### config.mk
export PLATFORM = sky130hd
export DESIGN_NAME = rst_supervisor
export DESIGN_NICKNAME = d
export VERILOG_FILES = /design/src/rtl/rstsup_pkg.sv /design/src/rtl/rstsup_timer.sv /design/src/rtl/rstsup_seq.sv /design/src/rtl/rstsup_flags.sv /design/src/rtl/rst_supervisor.sv
export SDC_FILE = /design/constraint.sdc
export NUM_CORES = 1
export LEC_CHECK = 0
export ABC_AREA = 1
export BUFFER_PORTS_ARGS = -buffer_cell sky130_fd_sc_hd__buf_2
export CORE_AREA = 2 2 39 41
export CTS_BUF_LIST = sky130_fd_sc_hd__clkbuf_4 sky130_fd_sc_hd__clkbuf_8
export CTS_CLUSTER_DIAMETER = 60
export DETAILED_ROUTE_END_ITERATION = 8
export DIE_AREA = 0 0 41 43
export HOLD_SLACK_MARGIN = 0.03
export PLACE_DENSITY_LB_ADDON = 0.15
export SLEW_MARGIN = 30
export SYNTH_ARGS = -nofsm -noshare
export SYNTH_HDL_FRONTEND = slang
export SYNTH_SLANG_ARGS = --single-unit
### constraint.sdc
create_clock -name clk_i -period 1.88 [get_ports clk_i]
set_clock_uncertainty 0.15 [all_clocks]
set_input_delay 0.376 -clock clk_i [delete_from_list [all_inputs] [get_ports clk_i]]
set_output_delay 0.376 -clock clk_i [all_outputs]
set_load 0.02 [all_outputs]
### src/rtl/rstsup_pkg.sv
package rstsup_pkg;

    localparam int PORF_BIT = 1;
    localparam int EXTF_BIT = 2;

    typedef enum logic [1:0] {
        ST_WAIT = 2'd0,
        ST_RUN  = 2'd1,
        ST_EXT  = 2'd2
    } seq_state_e;

    typedef struct packed {
        seq_state_e st;
        logic       rst_n;
        logic       restart;
    } seq_regs_t;

    typedef struct packed {
        logic por;
        logic ext;
    } src_flags_t;

endpackage

### src/rtl/rstsup_timer.sv
module rstsup_timer #(
    parameter int TIMEOUT_CYCLES = 16
) (
    input  logic clk_i,
    input  logic clear_i,
    input  logic count_i,
    output logic expired_o
);
    localparam int CNT_W = (TIMEOUT_CYCLES > 2) ? $clog2(TIMEOUT_CYCLES) : 1;
    localparam logic [CNT_W-1:0] LAST = CNT_W'(TIMEOUT_CYCLES - 1);

    logic [CNT_W-1:0] cnt_d, cnt_q;

    always_comb begin
        cnt_d = cnt_q;
        if (clear_i) begin
            cnt_d = '0;
        end else if (count_i) begin
            cnt_d = cnt_q + CNT_W'(1);
        end
    end

    always_ff @(posedge clk_i) begin
        cnt_q <= cnt_d;
    end

    assign expired_o = (cnt_q == LAST);

endmodule

### src/rtl/rstsup_seq.sv
module rstsup_seq
    import rstsup_pkg::*;
(
    input  logic clk_i,
    input  logic supply_ok_i,
    input  logic ext_req_i,
    input  logic force_i,
    input  logic expired_i,
    output logic rst_n_o,
    output logic restart_o,
    output logic tmr_clear_o,
    output logic tmr_count_o,
    output logic evt_por_o,
    output logic evt_ext_o
);
    seq_regs_t r_d, r_q;

    always_comb begin
        r_d         = r_q;
        r_d.restart = 1'b0;
        tmr_clear_o = 1'b0;
        tmr_count_o = 1'b0;
        evt_por_o   = 1'b0;
        evt_ext_o   = 1'b0;

        if (!supply_ok_i) begin
            // supply below threshold: hold everything, restart the count
            r_d.st      = ST_WAIT;
            r_d.rst_n   = 1'b0;
            tmr_clear_o = 1'b1;
            evt_por_o   = 1'b1;
        end else begin
            unique case (r_q.st)
                ST_WAIT: begin
                    if (expired_i) begin
                        r_d.st      = ST_RUN;
                        r_d.rst_n   = 1'b1;
                        r_d.restart = 1'b1;
                        tmr_clear_o = 1'b1;
                    end else begin
                        tmr_count_o = 1'b1;
                    end
                end
                ST_RUN: begin
                    if (force_i) begin
                        r_d.st      = ST_WAIT;
                        r_d.rst_n   = 1'b0;
                        tmr_clear_o = 1'b1;
                        evt_por_o   = 1'b1;
                    end else if (ext_req_i) begin
                        r_d.st    = ST_EXT;
                        r_d.rst_n = 1'b0;
                        evt_ext_o = 1'b1;
                    end
                end
                ST_EXT: begin
                    if (!ext_req_i) begin
                        r_d.st      = ST_RUN;
                        r_d.rst_n   = 1'b1;
                        r_d.restart = 1'b1;
                    end
                end
                default: begin
                    r_d.st      = ST_WAIT;
                    r_d.rst_n   = 1'b0;
                    tmr_clear_o = 1'b1;
                end
            endcase
        end
    end

    always_ff @(posedge clk_i) begin
        r_q <= r_d;
    end

    assign rst_n_o   = r_q.rst_n;
    assign restart_o = r_q.restart;

endmodule

### src/rtl/rstsup_flags.sv
module rstsup_flags
    import rstsup_pkg::*;
#(
    parameter int REG_W = 8
) (
    input  logic             clk_i,
    input  logic             evt_por_i,
    input  logic             evt_ext_i,
    output logic [REG_W-1:0] src_o
);
    src_flags_t f_d, f_q;

    always_comb begin
        f_d = f_q;
        if (evt_por_i) begin
            f_d.por = 1'b1;
            f_d.ext = 1'b0;
        end else if (evt_ext_i) begin
            f_d.por = 1'b0;
            f_d.ext = 1'b1;
        end
    end

    always_ff @(posedge clk_i) begin
        f_q <= f_d;
    end

    always_comb begin
        src_o           = '0;
        src_o[PORF_BIT] = f_q.por;
        src_o[EXTF_BIT] = f_q.ext;
    end

endmodule

### src/rtl/rst_supervisor.sv
module rst_supervisor
    import rstsup_pkg::*;
#(
    parameter int TIMEOUT_CYCLES = 16,
    parameter int REG_W          = 8
) (
    input  logic             clk_i,
    input  logic             supply_ok_i,
    input  logic             ext_req_i,
    input  logic             reg_wr_i,
    input  logic             reg_wbit_i,
    output logic [REG_W-1:0] src_o,
    output logic             rst_n_o,
    output logic             restart_o
);
    logic force_req;
    logic tmr_clear, tmr_count, tmr_expired;
    logic evt_por, evt_ext;

    // only a 1 written to the power-on flag position does anything
    assign force_req = reg_wr_i & reg_wbit_i;

    rstsup_timer #(.TIMEOUT_CYCLES(TIMEOUT_CYCLES)) u_timer (
        .clk_i     (clk_i),
        .clear_i   (tmr_clear),
        .count_i   (tmr_count),
        .expired_o (tmr_expired)
    );

    rstsup_seq u_seq (
        .clk_i       (clk_i),
        .supply_ok_i (supply_ok_i),
        .ext_req_i   (ext_req_i),
        .force_i     (force_req),
        .expired_i   (tmr_expired),
        .rst_n_o     (rst_n_o),
        .restart_o   (restart_o),
        .tmr_clear_o (tmr_clear),
        .tmr_count_o (tmr_count),
        .evt_por_o   (evt_por),
        .evt_ext_o   (evt_ext)
    );

    rstsup_flags #(.REG_W(REG_W)) u_flags (
        .clk_i     (clk_i),
        .evt_por_i (evt_por),
        .evt_ext_i (evt_ext),
        .src_o     (src_o)
    );

endmodule

==> flow_metrics.env, run 1 <==
export IMPL_place_ws_ps=572.3
export IMPL_r2r_start="u_timer.cnt_q[0]$_SDFFE_PP0P_"
export IMPL_synth_seq_area_share=0.3504
export IMPL_placed_cell_area_um2=548.0
export IMPL_drt_total_wl_um=909
export IMPL_initialDrtViolationCount=5
export IMPL_fin_total_pwr_uw=407.8
export IMPL_final_common_cell="nand2_1"
export IMPL_fp_coreArea_um2=1384
export IMPL_synthCells=77
export IMPL_global_route_usage_total=0.1380
export IMPL_drive_above_1_share=0.2273
export IMPL_cts_setup_buffers=0
export IMPL_path_class="flop to output port"
export IMPL_fin_area_um2=578.1
export IMPL_power_density_nw_per_um2=705.5
export IMPL_use_met2=0.1844
export IMPL_setup_tns_ps=0
export IMPL_drv_slew=0
export IMPL_wire_per_inst_um=8.740
export IMPL_clock_sinks=9
export IMPL_cts_resized=0
export IMPL_cts_buffers=3
export IMPL_ff2ff_path_depth=8
export IMPL_critPathMaxFanout=6
export IMPL_grt_pass1_wl_mm=1.518
export IMPL_slowest_delay_ps=430
export IMPL_nets=95
export IMPL_grtUsageMet1=0.1656
export IMPL_ant_nets=0
export IMPL_grt_start_max_net_pins=7
export IMPL_critPathArrivalTime_ps=910
export IMPL_syn_cell_area_um2=514.2
export IMPL_met3_usage=0.09424
export IMPL_fin_util=0.4177
export IMPL_crit_family="flip-flops"
export IMPL_outcome="completed"
export IMPL_synthDistinctLibCells=16
export IMPL_overflow=0
export IMPL_p_leak_nw=0.3364
export IMPL_die_h_um=43
export IMPL_gp_congestion=0.7655
export IMPL_worstSetupStartpointType="flop"
export IMPL_drc_errors=0
export IMPL_cts_tree="yes"
export IMPL_clkTransAtPathRegs_ps=70
export IMPL_portBuffers=8
export IMPL_route_vias_total=455
export IMPL_crit_path_end_kind="output port"
export IMPL_crit_buf_inv=1
export IMPL_antenna_found_initial=0
export IMPL_fp_row_count=14
export IMPL_rsz0062_at_grt="no"
export IMPL_hp_class="input pin to flop"
export IMPL_vdd_ir_drop_max_v=0.0003276
export IMPL_critical_path_slowest_cell="dfxtp_1"
export IMPL_ys_ff_latch=9
export IMPL_clockBufferDepth=2
export IMPL_design_die_area_um2=1763
export IMPL_hold_path_startpoint="ext_req_i"
export IMPL_clockRootBuffer="clkbuf_4"
export IMPL_die_width_um=41
export IMPL_ios=15
export IMPL_holdBufCountCts=0
export IMPL_drv_cap=0
export IMPL_area_growth_pct=12.41
export IMPL_critPathLaunch="u_seq.r_q[2]$_SDFFE_PN0P_"
export IMPL_yosysWarnings=0
export IMPL_worstSkewPairLatency_ps=270
export IMPL_min_path_cells=3
export IMPL_fmax_mhz=697.8
export IMPL_period_share=0.7623
export IMPL_dp_hpwl_um=718
export IMPL_final_cell_mix="nand2_1 (25), inv_1 (10), dfxtp_1 (9)"
export IMPL_period_needed_ps=1433
export IMPL_setup_ws_ps=446.8
export IMPL_required_ps=1350
export IMPL_grt_pass1_vias=372
export IMPL_vias_per_cell=4.375
export IMPL_drt_pass1_iterations=2
export IMPL_grt_busiest_layer="met2"
export IMPL_start_util=0.3716
export IMPL_cp_depth=1
export IMPL_syn_avg_cell_area_um2=6.678
export IMPL_diodes=0
export IMPL_path_cells="buf_2"
export IMPL_setup_viol=0
export IMPL_htreeDepth=1
export IMPL_finalHoldViolCount=0
-- Yosys cell counts (all sizes together) --
master / instances / area (um^2)
nand4: 4 / 25.02
inv: 13 / 48.80
nor2: 7 / 33.78
buf: 6 / 45.04
nand2: 25 / 93.84
a21boi: 1 / 7.510
ha: 1 / 12.51
a21oi: 2 / 10.01
o21ai: 1 / 5.000
dfxtp: 9 / 180.2
xnor2: 1 / 8.760
nand3: 6 / 40.04
conb: 1 / 3.750
-- sequential cells by signal (all words and copies together) (netlist names) --
| signal | cells |
|---|---|
| u_flags.src_o | 2 |
| u_seq.r_q | 2 |
| u_seq.restart_o | 1 |
| u_timer.cnt_q | 4 |
-- path summary, 6_finish.rpt --
kind                                   endpoint  slack [ps]
setup / recovery                        rst_n_o         450
hold / removal        u_seq.r_q[3]$_SDFFE_PN0P_         240
setup reg to reg  u_timer.cnt_q[3]$_SDFFE_PP0P_         570
hold reg to reg   u_flags.src_o[2]$_SDFFE_PP0P_         290
-- stage by stage --
| stage | instances | hold WS [ps] |
|---|---|---|
| final | 104 | 244.8 |
| after global placement | 100 | 278.9 |
| after floorplan | 82 | 342.4 |
| after CTS | 104 | 248.3 |
| after global routing | 104 | 258.7 |
| after detailed placement | 100 | 282.4 |
-- metal layers --
metal,up-vias,routed length (um)
met2,11,419
met1,195,407
met4,0,8
met3,2,74
met5,-,0
li1,247,-
-- final cells by class --
cell class / count / area [um^2]
Clock buffer: 4 / 30.03
Inverter: 13 / 48.80
Multi-Input combinational cell: 54 / 259.0
Sequential cell: 9 / 180.2
Timing Repair Buffer: 8 / 40.04
Fill cell: 159 / 805.8
Tap cell: 16 / 20.02
-- power breakdown --
part           total, mW  internal [mW]  switching [mW]
Clock              0.168         0.0964          0.0717
Sequential         0.199          0.195         0.00469
Combinational     0.0405         0.0124          0.0281
-- cell families (layout without fill, tap and decap cells) --
family | count (synthesis) | in the layout | synth area share
other | 1 | 6 | 0.007292
AND/OR/NAND/NOR | 42 | 42 | 0.3747
AO/OA/AOI/OAI | 4 | 4 | 0.04379
buffers and inverters | 19 | 25 | 0.1825
XOR/XNOR | 1 | 1 | 0.01703
flip-flops | 9 | 9 | 0.3504
adder cells (fa/ha/maj) | 1 | 1 | 0.02433
Note: power is estimated with default switching activity, not from simulation.
==> run 2: changes to the inputs <==
Settings changed: ABC_AREA 1 to 0.
Clock period 1.88 ns to 1.45 ns, I/O delays scaled along.
==> run 2 against run 1 <==
Effect of this change: the run now ends with negative setup slack left; non-clock buffer count increased by 8; largest cell class unchanged; hold slack got worse by 120 ps; global-route usage decreased by 0.70 points; clock power increased by 27%.
==> flow_metrics.env, run 2 <==
export IMPL_gp_congestion=0.7503
export IMPL_num_fill_cells=149
export IMPL_synth_top_area_frac=0.3799
export IMPL_period_share=1.051
export IMPL_drive_above_1_share=0.4167
export IMPL_ff2ff_path_depth=3
export IMPL_drv_cap=0
export IMPL_dp_hpwl_um=734.4
export IMPL_clockBufferDepth=2
export IMPL_p_int_uw=402.6
export IMPL_fp_row_count=14
export IMPL_hp_class="input pin to flop"
export IMPL_power_switching_uw=127.7
export IMPL_multi_input_area_um2=285.3
export IMPL_synth_edff_count=0
export IMPL_clockRootBuffer="clkbuf_4"
export IMPL_diodes=0
export IMPL_regMostFlops="u_timer.cnt_q"
export IMPL_critPathArrivalTime_ps=1550
export IMPL_outcome="finished, violations left"
export IMPL_final_cells=88
export IMPL_dominantRegCellSynth="dfxtp_1"
export IMPL_fin_total_pwr_uw=530.3
export IMPL_area_growth_pct=32.45
export IMPL_synthTopCellsByArea="dfxtp_1 (38%), buf_4 (9.5%), a211oi_1 (4.7%)"
export IMPL_r2r_start="u_seq.r_q[3]$_SDFFE_PN0P_"
export IMPL_yosysTopAreaCell="dfxtp_1"
export IMPL_path_class="flop to flop"
export IMPL_route_vias_total=439
export IMPL_regArea_um2=185.2
export IMPL_synth_seq_area_share=0.3799
export IMPL_cts_buffers=3
export IMPL_die_width_um=41
export IMPL_synth_common_cells="dfxtp_1 (9), buf_4 (6), nand2_1 (4), a211oi_1 (3), nand3_1 (3)"
export IMPL_synthCells=54
export IMPL_combPwrFrac=0.120
export IMPL_r2r_slack_ps=-70
export IMPL_finalHoldViolCount=0
export IMPL_violations="negative setup slack"
export IMPL_portBuffers=8
export IMPL_start_util=0.3427
export IMPL_largest_reg_flops=4
export IMPL_async_reset_ff_frac=0
export IMPL_place_ws_ps=-204.0
export IMPL_vias_per_cell=4.989
export IMPL_worstSkewPairLatency_ps=260
export IMPL_fmax_mhz=656.4
export IMPL_syn_cell_area_um2=474.2
export IMPL_fp_coreArea_um2=1384
export IMPL_drt_total_wl_um=999
export IMPL_grt_start_max_net_pins=9
export IMPL_p_leak_nw=0.2627
export IMPL_min_path_cells=2
export IMPL_yosysWarnings=0
export IMPL_antenna_found_initial=0
export IMPL_design_die_area_um2=1763
export IMPL_setup_ws_ps=-73.57
export IMPL_yosysMostFrequentCell="dfxtp_1"
export IMPL_clkTransAtPathRegs_ps=60
export IMPL_whs_ps=122.0
export IMPL_grt_pass1_vias=385
export IMPL_ios=15
export IMPL_die_h_um=43
export IMPL_wire_per_inst_um=11.35
export IMPL_htreeDepth=1
export IMPL_overflow=0
export IMPL_fin_util=0.4539
export IMPL_crit_path_end_kind="flop"
export IMPL_final_cell_mix="buf_2 (8), buf_4 (8), dfxtp_1 (7)"
export IMPL_grt_pass1_wl_mm=1.497
export IMPL_nets=79
export IMPL_synthDistinctLibCells=29
export IMPL_drc_errors=0
export IMPL_p_sw_frac=0.2407
export IMPL_dp_cells=83
export IMPL_period_needed_ps=1524
export IMPL_syn_avg_cell_area_um2=8.782
export IMPL_power_density_nw_per_um2=844.3
export IMPL_global_route_usage_total=0.1309
export IMPL_drt_pass1_iterations=4
export IMPL_critPathMaxFanout=6
export IMPL_ant_nets=0
export IMPL_initialDrtViolationCount=4
export IMPL_drv_slew=0
export IMPL_cts_tree="yes"
export IMPL_ys_ff_latch=9
export IMPL_pwr_share_seq=0.476
export IMPL_reg2reg_to="u_timer.cnt_q[1]$_SDFFE_PP0P_"
export IMPL_worstSetupStartpointType="flop"
export IMPL_clock_sinks=9
export IMPL_power_share_clock=0.403
export IMPL_vdd_ir_drop_max_v=0.0003554
export IMPL_setup_viol=4
export IMPL_rsz0062_at_grt="yes"
export IMPL_required_ps=1480
export IMPL_hold_end="u_seq.r_q[2]$_SDFFE_PN0P_"
export IMPL_hold_path_startpoint="ext_req_i"
==> run 2: cell type report <==
| cell class | count | share of cell area |
|---|---|---|
| clock buffer | 4 | 0.04781 |
| inverter | 2 | 0.01195 |
| timing repair buffer | 16 | 0.1594 |
| multi-input combinational | 41 | 0.4542 |
| tap | 16 | 0.03187 |
| sequential | 9 | 0.2948 |
==> run 2: metal layers <==
layer	GRT usage	up-vias	part of all wire
li1	-	222	-
met1	0.1461	200	0.45
met2	0.1906	13	0.46
met3	0.04712	4	0.057
met4	0.1000	0	0.026
met5	0	-	0
==> run 2: cell families after synthesis <==
group / after synthesis / synth area share
other: 1 / 0.007908
and+or+nand+nor: 21 / 0.2691
DFF: 9 / 0.3799
buffers and inverters: 9 / 0.1214
muxes: 1 / 0.02375
adders and majority gates: 1 / 0.02638
AOI/OAI and AO/OA: 12 / 0.1715
==> run 2: worst max-delay path by stage <==
stage | from | end | slack [ps] | depth (start not counted)
floorplan | u_seq.r_q[2]$_SDFFE_PN0P_ | u_timer.cnt_q[1]$_SDFFE_PP0P_ | -130 | 4
global placement | supply_ok_i | u_timer.cnt_q[1]$_SDFFE_PP0P_ | -180 | 4
detailed placement | supply_ok_i | u_timer.cnt_q[1]$_SDFFE_PP0P_ | -200 | 4
CTS | u_seq.r_q[3]$_SDFFE_PN0P_ | u_timer.cnt_q[1]$_SDFFE_PP0P_ | -80 | 3
global route | u_timer.cnt_q[1]$_SDFFE_PP0P_ | u_timer.cnt_q[2]$_SDFFE_PP0P_ | -110 | 6
finish | u_seq.r_q[3]$_SDFFE_PN0P_ | u_timer.cnt_q[1]$_SDFFE_PP0P_ | -70 | 3
==> run 2: power by group through the flow <==
stage / sequential [mW] / clock [mW] / combinational (mW)
2_1_floorplan: 0.258 / 0 / 0.0457
3_3_place_gp: 0.258 / 0 / 0.0561
3_5_place_dp: 0.258 / 0 / 0.0564
4_1_cts: 0.253 / 0.227 / 0.0634
5_1_grt: 0.253 / 0.241 / 0.0703
6_report: 0.253 / 0.214 / 0.0639
==> run 2: what timing repair did <==
action,CTS,global route
hold buffers,0,0
endpoints found under the setup margin,3,4
setup buffers,1,0
hold endpoints to repair,0,0
resized for setup,6,2
pin swaps,2,0
==> run 2: worst max-delay path, cell delays in order (launching register included) <==
cell      delay [ps]
dfxtp_2          320
or3b_4           420
or3b_1           370
a211oi_2         180
==> run 2: metrics by stage <==
stage	cell area (um^2)	setup TNS, ps
global placement	559.3	-481.2
global route	628.1	-408.5
floorplan	496.7	-357.9
finish	628.1	-168.8
detailed placement	559.3	-554.7
CTS	618.1	-167.7
==> run 3: changes to the inputs <==
==> constraint.sdc (replaced) <==
create_clock -name clk_i -period 1.29 [get_ports clk_i]
set_clock_uncertainty 0.15 [all_clocks]
set_input_delay 0.258 -clock clk_i [delete_from_list [all_inputs] [get_ports clk_i]]
set_output_delay 0.258 -clock clk_i [all_outputs]
set_load 0.01 [all_outputs]
==> run 3 against run 2 <==
Effect of this change: the run still ends with negative setup slack left; cell area up 19%; critical path depth stayed put; fmax increased by 0.15%; first-iteration DRC count stayed put; critical path type unchanged.
==> flow_metrics.env, run 3 (synthesis results as in run 2) <==
export IMPL_rsz0062_at_grt="yes"
export IMPL_multi_input_area_um2=362.8
export IMPL_wire_per_inst_um=12.62
export IMPL_critPathLaunch="u_seq.r_q[2]$_SDFFE_PN0P_"
export IMPL_ff2ff_path_depth=3
export IMPL_dp_hpwl_um=804.4
export IMPL_diodes=0
export IMPL_die_h_um=43
export IMPL_met3_usage=0.07853
export IMPL_crit_family="simple AND/OR/NAND/NOR gates"
export IMPL_regMostFlops="u_timer.cnt_q"
export IMPL_final_common_cell="buf_4"
export IMPL_start_util=0.3427
export IMPL_endpoint="u_timer.cnt_q[1]$_SDFFE_PP0P_"
export IMPL_crit_buf_inv=0
export IMPL_design_die_area_um2=1763
export IMPL_place_ws_ps=-328.5
export IMPL_drive_above_1_share=0.5526
export IMPL_drt_pass1_iterations=4
export IMPL_clockBufferDepth=2
export IMPL_num_fill_cells=128
export IMPL_placed_cell_area_um2=588.1
export IMPL_grt_pass1_vias=399
export IMPL_critPathMaxFanout=6
export IMPL_clock_sinks=9
export IMPL_period_needed_ps=1521
export IMPL_fp_coreArea_um2=1384
export IMPL_vdd_ir_drop_max_v=0.0003936
export IMPL_violations="negative setup slack"
export IMPL_path_class="flop to flop"
export IMPL_clockRootBuffer="clkbuf_4"
export IMPL_nets=83
export IMPL_setup_viol=7
export IMPL_holdBufCountCts=0
export IMPL_outcome="finished, violations left"
export IMPL_ios=15
export IMPL_drt_total_wl_mm=1.161
export IMPL_grtUsageMet1=0.1845
export IMPL_gp_congestion=0.7742
export IMPL_critical_path_slowest_cell="or3b_4"
export IMPL_portBuffers=8
export IMPL_required_ps=1330
export IMPL_global_route_usage_total=0.1579
export IMPL_grt_pass1_wl_mm=1.773
export IMPL_finalHoldViolCount=0
export IMPL_htreeDepth=1
export IMPL_ant_nets=0
export IMPL_slowest_delay_ps=420
export IMPL_drv_cap=0
export IMPL_period_share=1.179
export IMPL_antenna_found_initial=0
export IMPL_cts_buffers=3
export IMPL_fp_row_count=14
export IMPL_worstSkewPairLatency_ps=270
export IMPL_grt_start_max_net_pins=9
export IMPL_hp_class="input pin to flop"
export IMPL_p_leak_nw=0.2971
export IMPL_r2r_slack_ps=-230
export IMPL_grt_busiest_layer="met2"
export IMPL_area_growth_pct=56.99
export IMPL_fmax_mhz=657.3
export IMPL_fin_area_um2=744.5
export IMPL_dp_cells=87
export IMPL_vias_per_cell=4.728
export IMPL_drc_errors=0
export IMPL_drv_slew=0
export IMPL_worstSetupStartpointType="flop"
export IMPL_regArea_um2=185.2
export IMPL_overflow=0
export IMPL_largest_reg_flops=4
export IMPL_critPathArrivalTime_ps=1560
export IMPL_r2r_start="u_seq.r_q[2]$_SDFFE_PN0P_"
export IMPL_final_cell_mix="buf_4 (9), buf_2 (8), conb_1 (6)"
export IMPL_initialDrtViolationCount=4
export IMPL_final_cells=92
export IMPL_power_density_nw_per_um2=782.9
export IMPL_route_vias_total=435
export IMPL_path_cells="or3b_4 > or3b_1 > a211oi_2"
export IMPL_cp_depth=3
export IMPL_use_met2=0.2281
export IMPL_clkTransAtPathRegs_ps=70
export IMPL_crit_path_end_kind="flop"
export IMPL_setup_ws_ps=-231.4
export IMPL_cts_tree="yes"
export IMPL_die_width_um=41
export IMPL_reg2reg_to="u_timer.cnt_q[1]$_SDFFE_PP0P_"
## run 3: cell types whose count changed in the layout (fill, tap and decap cells not counted), sizes merged
cell	before	now
buf	16	20
clkbuf	4	3
clkinv	0	1
## run 3: worst min path at each step
stage | startpoint | to | slack [ps] | cells after the start
floorplan | ext_req_i | u_seq.r_q[3]$_SDFFE_PN0P_ | 220 | 2
global placement | u_flags.src_o[2]$_SDFFE_PP0P_ | u_flags.src_o[2]$_SDFFE_PP0P_ | 290 | 2
detailed placement | u_flags.src_o[2]$_SDFFE_PP0P_ | u_flags.src_o[2]$_SDFFE_PP0P_ | 290 | 2
CTS | ext_req_i | u_seq.r_q[3]$_SDFFE_PN0P_ | 90 | 3
global route | ext_req_i | u_seq.r_q[3]$_SDFFE_PN0P_ | 100 | 3
finish | ext_req_i | u_seq.r_q[3]$_SDFFE_PN0P_ | 110 | 3
## run 3: cell type report
type                            instances  area share
Multi-Input combinational cell         41      0.4874
Sequential cell                         9      0.2487
Inverter                                2     0.01008
Clock buffer                            3     0.03025
Clock inverter                          1    0.006723
Timing Repair Buffer                   20      0.1899
Tap cell                               16     0.02689
## run 3: metal layers
metal / part of all wire / up-vias
li1: - / 230
met1: 0.47 / 194
met2: 0.49 / 11
met3: 0.038 / 0
met4: 0 / 0
met5: 0 / -
## run 3: stage by stage
step / utilization / hold slack (ps) / setup TNS [ps] / power [mW]
after detailed placement: 0.4250 / 292.1 / -1528 / 0.3471
after global placement: 0.4250 / 285.2 / -1456 / 0.3475
final: 0.5380 / 109.7 / -988.6 / 0.5828
after floorplan: - / 216.7 / -1002 / 0.3353
after global routing: 0.5380 / 96.39 / -1331 / 0.6193
after CTS: 0.5145 / 89.09 / -1102 / 0.5849
## run 3: repair_timing
action | in CTS | in global routing
buffers inserted | 1 | 0
pin swaps | 4 | 4
endpoints found under the setup margin | 6 | 7
gates resized for setup | 20 | 6
## run 3: tightest hold or removal path: cells and delay by family
kind / cells / cell delay (ps)
simple gates: 1 / 60
compound gates: 1 / 40
buf+inv: 1 / 140
## run 3: power breakdown
part	internal, mW	switching [mW]	leakage (nW)	total [mW]
combinational	0.0368	0.0383	0.205	0.0751
clock	0.114	0.104	0.0177	0.219
sequential	0.284	0.00532	0.0746	0.289
